--- src/rtl/cov_pkg.sv ---
package cov_pkg;
  typedef enum logic [0:0] {
    SRC_PULSE = 1'b0,
    SRC_SEQ   = 1'b1
  } src_e;
endpackage

--- src/rtl/cov_seq_detect.sv ---
module cov_seq_detect (
  input  logic clk,
  input  logic rst_n,
  input  logic first_i,
  input  logic second_i,
  output logic match_o
);
  logic first_q;

  always_ff @(posedge clk or negedge rst_n) begin
    if (!rst_n) first_q <= 1'b0;
    else        first_q <= first_i;
  end

  assign match_o = first_q & second_i;

  AST_MATCH_NEEDS_FIRST: assert property (@(posedge clk) disable iff (!rst_n)
    match_o |-> $past(first_i));
  AST_MATCH_NEEDS_SECOND: assert property (@(posedge clk) disable iff (!rst_n)
    match_o |-> second_i);
endmodule

--- src/rtl/cov_sat_counter.sv ---
module cov_sat_counter #(
  parameter int W = 4
) (
  input  logic         clk,
  input  logic         rst_n,
  input  logic         ev_i,
  output logic [W-1:0] cnt_o,
  output logic         zero_o
);
  localparam logic [W-1:0] MAX = {W{1'b1}};

  logic [W-1:0] cnt_q;
  logic         at_max;

  assign at_max = (cnt_q == MAX);

  always_ff @(posedge clk or negedge rst_n) begin
    if (!rst_n)              cnt_q <= '0;
    else if (ev_i && !at_max) cnt_q <= cnt_q + 1'b1;
  end

  assign cnt_o  = cnt_q;
  assign zero_o = (cnt_q == '0);

  AST_STEP_ONE: assert property (@(posedge clk) disable iff (!rst_n)
    (ev_i && cnt_o != MAX) |=> (cnt_o == $past(cnt_o) + 1'b1));
  AST_IDLE_HOLD: assert property (@(posedge clk) disable iff (!rst_n)
    !ev_i |=> $stable(cnt_o));
  AST_NO_OVERFLOW: assert property (@(posedge clk) disable iff (!rst_n)
    (cnt_o == MAX) |=> (cnt_o == MAX));
  AST_NEVER_RETURNS_ZERO: assert property (@(posedge clk) disable iff (!rst_n)
    (cnt_o != '0) |=> (cnt_o != '0));
endmodule

--- src/rtl/cov_miss_flag.sv ---
module cov_miss_flag (
  input  logic clk,
  input  logic rst_n,
  input  logic end_i,
  input  logic zero_i,
  output logic miss_o
);
  logic miss_q;

  always_ff @(posedge clk or negedge rst_n) begin
    if (!rst_n)               miss_q <= 1'b0;
    else if (end_i && zero_i) miss_q <= 1'b1;
  end

  assign miss_o = miss_q;

  AST_MISS_STICKY: assert property (@(posedge clk) disable iff (!rst_n)
    miss_o |=> miss_o);
  AST_MISS_CAUSE: assert property (@(posedge clk) disable iff (!rst_n)
    $rose(miss_o) |-> ($past(end_i) && $past(zero_i)));
endmodule

--- src/rtl/cov_counter_top.sv ---
module cov_counter_top #(
  parameter int            CNT_W = 4,
  parameter cov_pkg::src_e SRC   = cov_pkg::SRC_PULSE
) (
  input  logic             clk,
  input  logic             rst_n,
  input  logic             ev_in,
  input  logic             seq_a,
  input  logic             seq_b,
  input  logic             eod_strobe,
  output logic [CNT_W-1:0] hit_count,
  output logic             cover_miss
);
  localparam bit USE_SEQ = (SRC == cov_pkg::SRC_SEQ);

  logic seq_hit;
  logic ev_sel;
  logic cnt_zero;

  cov_seq_detect u_det (
    .clk      (clk),
    .rst_n    (rst_n),
    .first_i  (seq_a),
    .second_i (seq_b),
    .match_o  (seq_hit)
  );

  assign ev_sel = USE_SEQ ? seq_hit : ev_in;

  cov_sat_counter #(.W(CNT_W)) u_cnt (
    .clk    (clk),
    .rst_n  (rst_n),
    .ev_i   (ev_sel),
    .cnt_o  (hit_count),
    .zero_o (cnt_zero)
  );

  cov_miss_flag u_flag (
    .clk    (clk),
    .rst_n  (rst_n),
    .end_i  (eod_strobe),
    .zero_i (cnt_zero),
    .miss_o (cover_miss)
  );

  AST_RESET_CLEAR: assert property (@(posedge clk)
    !rst_n |-> (hit_count == '0 && !cover_miss));
endmodule

--- config.mk ---
export PLATFORM = sky130hd
export DESIGN_NAME = cov_counter_top
export DESIGN_NICKNAME = d
export VERILOG_FILES = /design/src/rtl/cov_pkg.sv /design/src/rtl/cov_seq_detect.sv /design/src/rtl/cov_sat_counter.sv /design/src/rtl/cov_miss_flag.sv /design/src/rtl/cov_counter_top.sv
export SDC_FILE = /design/constraint.sdc
export NUM_CORES = 1
export LEC_CHECK = 0
export ABC_AREA = 1
export BUFFER_PORTS_ARGS = -buffer_cell sky130_fd_sc_hd__buf_2
export CAP_MARGIN = 20
export CORE_AREA = 3 3 40 42
export CTS_BUF_LIST = sky130_fd_sc_hd__clkbuf_16
export DETAILED_ROUTE_END_ITERATION = 12
export DIE_AREA = 0 0 43 45
export GPL_TIMING_DRIVEN = 0
export SLEW_MARGIN = 0
export SYNTH_ARGS = -nofsm -noshare
export SYNTH_HDL_FRONTEND = slang
export SYNTH_SLANG_ARGS = --single-unit
--- constraint.sdc ---
create_clock -name clk -period 1.7 [get_ports clk]
set_input_delay 0.34 -clock clk [delete_from_list [all_inputs] [get_ports clk]]
set_output_delay 0.34 -clock clk [all_outputs]
set_load 0.05 [all_outputs]
==> results.sh, run 1 <==
export IMPL_status="complete, no violations"
export IMPL_tightestPinTransition_ns=0.2529
export IMPL_grt_usage_pct=7.943
export IMPL_syn2layout_area_growth_pct=55.92
export IMPL_maxCapViolCount=0
export IMPL_cts_tree="yes"
export IMPL_ys_warn_count=0
export IMPL_die_w_um=43
export IMPL_path_delay_family="flip-flops"
export IMPL_worst_hold_slack_ns=0.3772
export IMPL_maxSlewViolCount=0
export IMPL_row_count=13
export IMPL_routed_wl_um=563
export IMPL_wl_per_cell_um=9.707
export IMPL_finalHoldViolCount=0
export IMPL_core_area_um2=1285
export IMPL_critPathLaunchType="register"
export IMPL_fmax_mhz=761.9
export IMPL_cts_resized=0
export IMPL_num_vias=228
export IMPL_ys_seq_area_share_pct=47.39
export IMPL_synthArstFlopShare_pct=100.0
export IMPL_max_stage_delay_ns=0.44
export IMPL_drive_above_1_share_pct=30.23
export IMPL_num_antenna_cells=0
export IMPL_ys_flop_type="dfrtp_1"
export IMPL_viasPerCell=3.931
export IMPL_synth_most_common_cell="nand2_1"
export IMPL_layout_nets=52
export IMPL_post_cts_buffers=0
export IMPL_hold_class="in -> reg"
export IMPL_setup_slack_ns=0.3875
export IMPL_ys_seq_elements=5
export IMPL_worstSetupPathType="reg -> out"
export IMPL_clk_latency_ns=0.22
export IMPL_crit_chain="buf_2"
export IMPL_finalSetupViolCount=0
export IMPL_skew_ns=0.0001968
export IMPL_grt_max_degree=8
export IMPL_clk_transition_reported_paths_ns=0.03
export IMPL_cp_slowest_cell="dfrtp_1"
export IMPL_synth_area_leaders="dfrtp_1 (47%), nand2_1 (13%), ha_1 (9.5%), inv_1 (7.1%), o21bai_1 (5.7%)"
export IMPL_clock_root_buffer="clkbuf_16"
export IMPL_grt_pass1_wl_um=972
export IMPL_postSynthCellCount=30
export IMPL_cp_num_buf_inv=1
export IMPL_gr_total_overflow=0
export IMPL_cp_data_required_time_ns=1.36
export IMPL_rsz0062_at_grt="false"
export IMPL_dieArea_um2=1935
export IMPL_syn_cell_area_um2=264.0
export IMPL_num_io_pins=11
export IMPL_die_height_um=45
export IMPL_finalCritPeriodShare_pct=77.20
export IMPL_postLayoutCellArea_um2=411.6
export IMPL_antenna_found_initial=0
export IMPL_cts_buffers=3
export IMPL_grt_pass1_vias=227
export IMPL_fin_tns_setup_ns=0
export IMPL_drt_initial_drc_count=10
export IMPL_clockBufferDepth=2
export IMPL_cts_sinks=5
export IMPL_ant_nets=0
export IMPL_syn_avg_cell_area_um2=8.800
export IMPL_drc=0
export IMPL_synth_enable_flop_cells=0
export IMPL_syn_nets=38
export IMPL_cp_end_kind="output port"
export IMPL_gp_congestion=0.6751
export IMPL_ys_top_cells_by_count="nand2_1 (9), dfrtp_1 (5), inv_1 (5)"
export IMPL_dp_hpwl_um=426.1
export IMPL_dr_pass1_iters=4
export IMPL_cts_max_level=1
export IMPL_relSlewSlack_pct=83.26
export IMPL_place_area_um2=322.8
export IMPL_start_util_pct=20.55
export IMPL_holdBufCountCts=1
export IMPL_timing_final_crit_period_ns=1.312
export IMPL_synth_area_leader_cell="dfrtp_1"
export IMPL_numPortBuffers=8
export IMPL_synth_top_area_share_pct=47.39
export IMPL_dp_slack_ns=0.5673
export IMPL_crit_fanout=7
export IMPL_cp_arrival_ns=0.97
export IMPL_yosysUniqueCellTypes=11
[layout make-up]
| type | instances | area, um^2 |
|---|---|---|
| fill | 136 | 873.3 |
| sequential | 5 | 125.1 |
| multi-input combinational | 20 | 120.1 |
| clock buffer | 3 | 75.07 |
| timing repair buffer | 9 | 50.05 |
| inverter | 5 | 18.77 |
| tap | 15 | 18.77 |
| clock inverter | 1 | 3.754 |
[final timing paths]
kind / startpoint / slack (ns) / cells past startpoint / end
max: u_cnt.cnt_o[2] / 0.39 / 1 / hit_count[2]
min: eod_strobe / 0.38 / 3 / u_flag.miss_o
max reg2reg: u_cnt.cnt_o[1] / 0.53 / 6 / u_cnt.cnt_o[3]
min reg2reg: u_flag.miss_o / 0.47 / 1 / u_flag.miss_o
max in group asynchronous: rst_n / 1.11 / 2 / u_cnt.cnt_o[0]
min in group asynchronous: rst_n / 0.46 / 2 / u_cnt.cnt_o[3]
[placed cells by master, fill, tap and decap left out]
cell type | synthesis | final
nand3_1 | 2 | 2
nand3_2 | 1 | 1
a21oi_1 | 1 | 1
nand2_2 | 1 | 1
dlygate4sd3_1 | 0 | 1
xor2_1 | 1 | 1
nand4_1 | 1 | 1
o21bai_1 | 2 | 2
inv_1 | 5 | 6
dfrtp_1 | 5 | 5
ha_1 | 2 | 2
nand2_1 | 9 | 9
buf_2 | 0 | 8
clkbuf_16 | 0 | 3
[cells by family (layout without fill, tap and decap cells)]
logic type | count (synthesis) | after routing | share of synthesized area (%)
and+or+nand+nor | 14 | 14 | 25.12
DFF | 5 | 5 | 47.39
buffers and inverters | 5 | 18 | 7.110
AOI/OAI and AO/OA | 3 | 3 | 7.579
adders and majority gates | 2 | 2 | 9.477
xor gates and xnor gates | 1 | 1 | 3.318
[metrics by stage]
| stage | utilization (%) | std cells |
|---|---|---|
| 2_1_floorplan | - | 30 |
| 3_3_place_gp | 25.12 | 53 |
| 3_5_place_dp | 25.12 | 53 |
| 4_1_cts | 32.04 | 58 |
| 5_1_grt | 32.04 | 58 |
| 6_report | 32.04 | 58 |
[tightest hold or removal path, cell delays in order]
cell,delay (ns)
buf_2,0.10
nand3_1,0.07
o21bai_1,0.05
[flip-flops by register name, summed over array words and instances, names as in the netlist]
name	count
u_cnt.cnt_o	4
u_flag.miss_o	1
[metal layers]
layer	track usage, %	vias to the layer above	wire, um
met5	0	-	0
met4	9.036	0	27
met3	5.578	4	39
met2	9.581	6	248
met1	8.293	99	247
li1	-	119	-
Power of run 1 is not shown: default switching activity piles up to over one toggle a cycle in this logic, so the estimate is an artifact.
==> inputs of run 2 (changes only) <==
==> constraint.sdc (replaced) <==
create_clock -name clk -period 1.16 [get_ports clk]
set_input_delay 0.232 -clock clk [delete_from_list [all_inputs] [get_ports clk]]
set_output_delay 0.232 -clock clk [all_outputs]
set_load 0.05 [all_outputs]
==> run 2 against run 1 <==
  * Cell area up 8.2%
  * Cell count up 1.7%
  * Sequential cell count unchanged
  * First-iteration DRC count down 100%
  * Die area unchanged
  * Global-route usage down 0.32 points
  * Sequential share of layout area down 1.5 points
  * Register-to-register slack worse by 0.48 ns
  * Critical path depth unchanged
  * Non-clock buffer count up 1
==> results.sh, run 2 (same netlist as run 1, synthesis figures left out) <==
export IMPL_status="complete, no violations"
export IMPL_grt_max_degree=8
export IMPL_timing_final_crit_period_ns=1.121
export IMPL_max_stage_delay_ns=0.45
export IMPL_setup_slack_ns=0.03942
export IMPL_antenna_found_initial=0
export IMPL_clk_transition_reported_paths_ns=0.03
export IMPL_tightestPinTransition_ns=0.2489
export IMPL_r2r_start="u_cnt.cnt_o[0]"
export IMPL_die_w_um=43
export IMPL_finalHoldViolCount=0
export IMPL_rsz0062_at_grt="false"
export IMPL_start_util_pct=20.55
export IMPL_dp_slack_ns=0.04160
export IMPL_finalSetupViolCount=0
export IMPL_path_delay_family="flip-flops"
export IMPL_place_inst=53
export IMPL_maxCapViolCount=0
export IMPL_finalCritPeriodShare_pct=96.60
export IMPL_largest_reg_flops=4
export IMPL_syn2layout_area_growth_pct=68.72
export IMPL_r2r_cells=5
export IMPL_layout_commonest_cell="nand2_1"
export IMPL_drt_initial_drc_count=0
export IMPL_cp_end_kind="output port"
export IMPL_clock_root_buffer="clkbuf_16"
export IMPL_cp_slowest_cell="dfrtp_2"
export IMPL_min_to="u_flag.miss_o"
export IMPL_r2r_end="u_cnt.cnt_o[2]"
export IMPL_cp_num_buf_inv=1
export IMPL_gp_congestion=0.7357
export IMPL_grt_pass1_wl_um=890
export IMPL_skew_ns=0.003745
export IMPL_drc=0
export IMPL_final_cell_mix="nand2_1 (9), inv_1 (5), buf_4 (5)"
export IMPL_drive_above_1_share_pct=43.18
export IMPL_grt_usage_pct=7.628
export IMPL_cts_tree="yes"
export IMPL_vdd_ir_drop_worst_mv=1.099
export IMPL_fmax_mhz=892.4
export IMPL_leakage_nw=0.2194
export IMPL_viasPerCell=4.068
export IMPL_maxSlewViolCount=0
export IMPL_grt_pass1_vias=207
export IMPL_cts_sinks=5
export IMPL_dieArea_um2=1935
export IMPL_hold_path_startpoint="eod_strobe"
export IMPL_min_path_cells=3
export IMPL_layout_nets=53
export IMPL_dp_hpwl_um=432.3
export IMPL_rrSetupSlack_ns=0.05
export IMPL_core_area_um2=1285
export IMPL_num_antenna_cells=0
export IMPL_p_per_area_nw_per_um2=3851
export IMPL_worstSetupPathType="reg -> out"
export IMPL_fin_tns_setup_ns=0
export IMPL_cp_data_required_time_ns=0.93
export IMPL_postLayoutCellArea_um2=445.4
export IMPL_dr_pass1_iters=1
export IMPL_crit_fanout=7
export IMPL_num_vias=240
export IMPL_place_area_um2=339.1
export IMPL_cp_arrival_ns=0.89
export IMPL_gr_total_overflow=0
export IMPL_hold_class="in -> reg"
export IMPL_numPortBuffers=8
export IMPL_cts_buffers=3
export IMPL_relSlewSlack_pct=83.52
export IMPL_clockBufferDepth=2
export IMPL_die_height_um=45
export IMPL_clk_latency_ns=0.23
export IMPL_cts_max_level=1
export IMPL_crit_chain="buf_4"
export IMPL_final_util_pct=34.66
export IMPL_fin_cells=59
export IMPL_wl_per_cell_um=10.63
export IMPL_ant_nets=0
export IMPL_routed_wl_um=627
export IMPL_num_io_pins=11
export IMPL_critPathLaunchType="register"
export IMPL_row_count=13
## run 2: area by class of cell
class | instances | area, um^2
Clock buffer | 3 | 75.07
Clock inverter | 1 | 3.754
Fill cell | 132 | 839.6
Inverter | 5 | 18.77
Multi-Input combinational cell | 20 | 132.6
Sequential cell | 5 | 128.9
Tap cell | 15 | 18.77
Timing Repair Buffer | 10 | 67.56
## run 2: timing repair
action	CTS	global route
setup buffers	0	1
endpoints found under the setup margin	4	1
hold buffers	1	0
hold endpoints to repair	5	0
cloned	0	0
gates resized for setup	4	0
## run 2: worst max-delay path by stage
stage,start,endpoint,cells past startpoint
finish,u_cnt.cnt_o[2],hit_count[2],1
global route,u_cnt.cnt_o[0],u_cnt.cnt_o[2],5
CTS,u_cnt.cnt_o[2],hit_count[2],1
detailed placement,u_cnt.cnt_o[1],u_cnt.cnt_o[2],5
global placement,u_cnt.cnt_o[1],u_cnt.cnt_o[2],5
floorplan,u_cnt.cnt_o[1],u_cnt.cnt_o[3],6
## run 2: metal layers
layer | share of wire (%) | up-vias | global-route usage, %
li1 | - | 122 | -
met1 | 42 | 106 | 7.125
met2 | 44 | 10 | 9.581
met3 | 11 | 2 | 7.171
met4 | 3.2 | 0 | 7.229
met5 | 0 | - | 0
## run 2: metrics by stage
stage               hold slack, ns  total power, mW
finish                      0.2703            1.715
global route                0.2859            1.822
CTS                         0.2712            1.716
detailed placement         0.04997            1.090
global placement           0.04690            1.076
floorplan                 -0.06359           0.9177
## run 2: power by group
group	leakage [nW]	internal, mW	switching (mW)
Combinational	0.123	0.250	0.486
Clock	0.0423	0.447	0.116
Sequential	0.0545	0.274	0.142
Note: power is estimated with default switching activity, not from simulation.
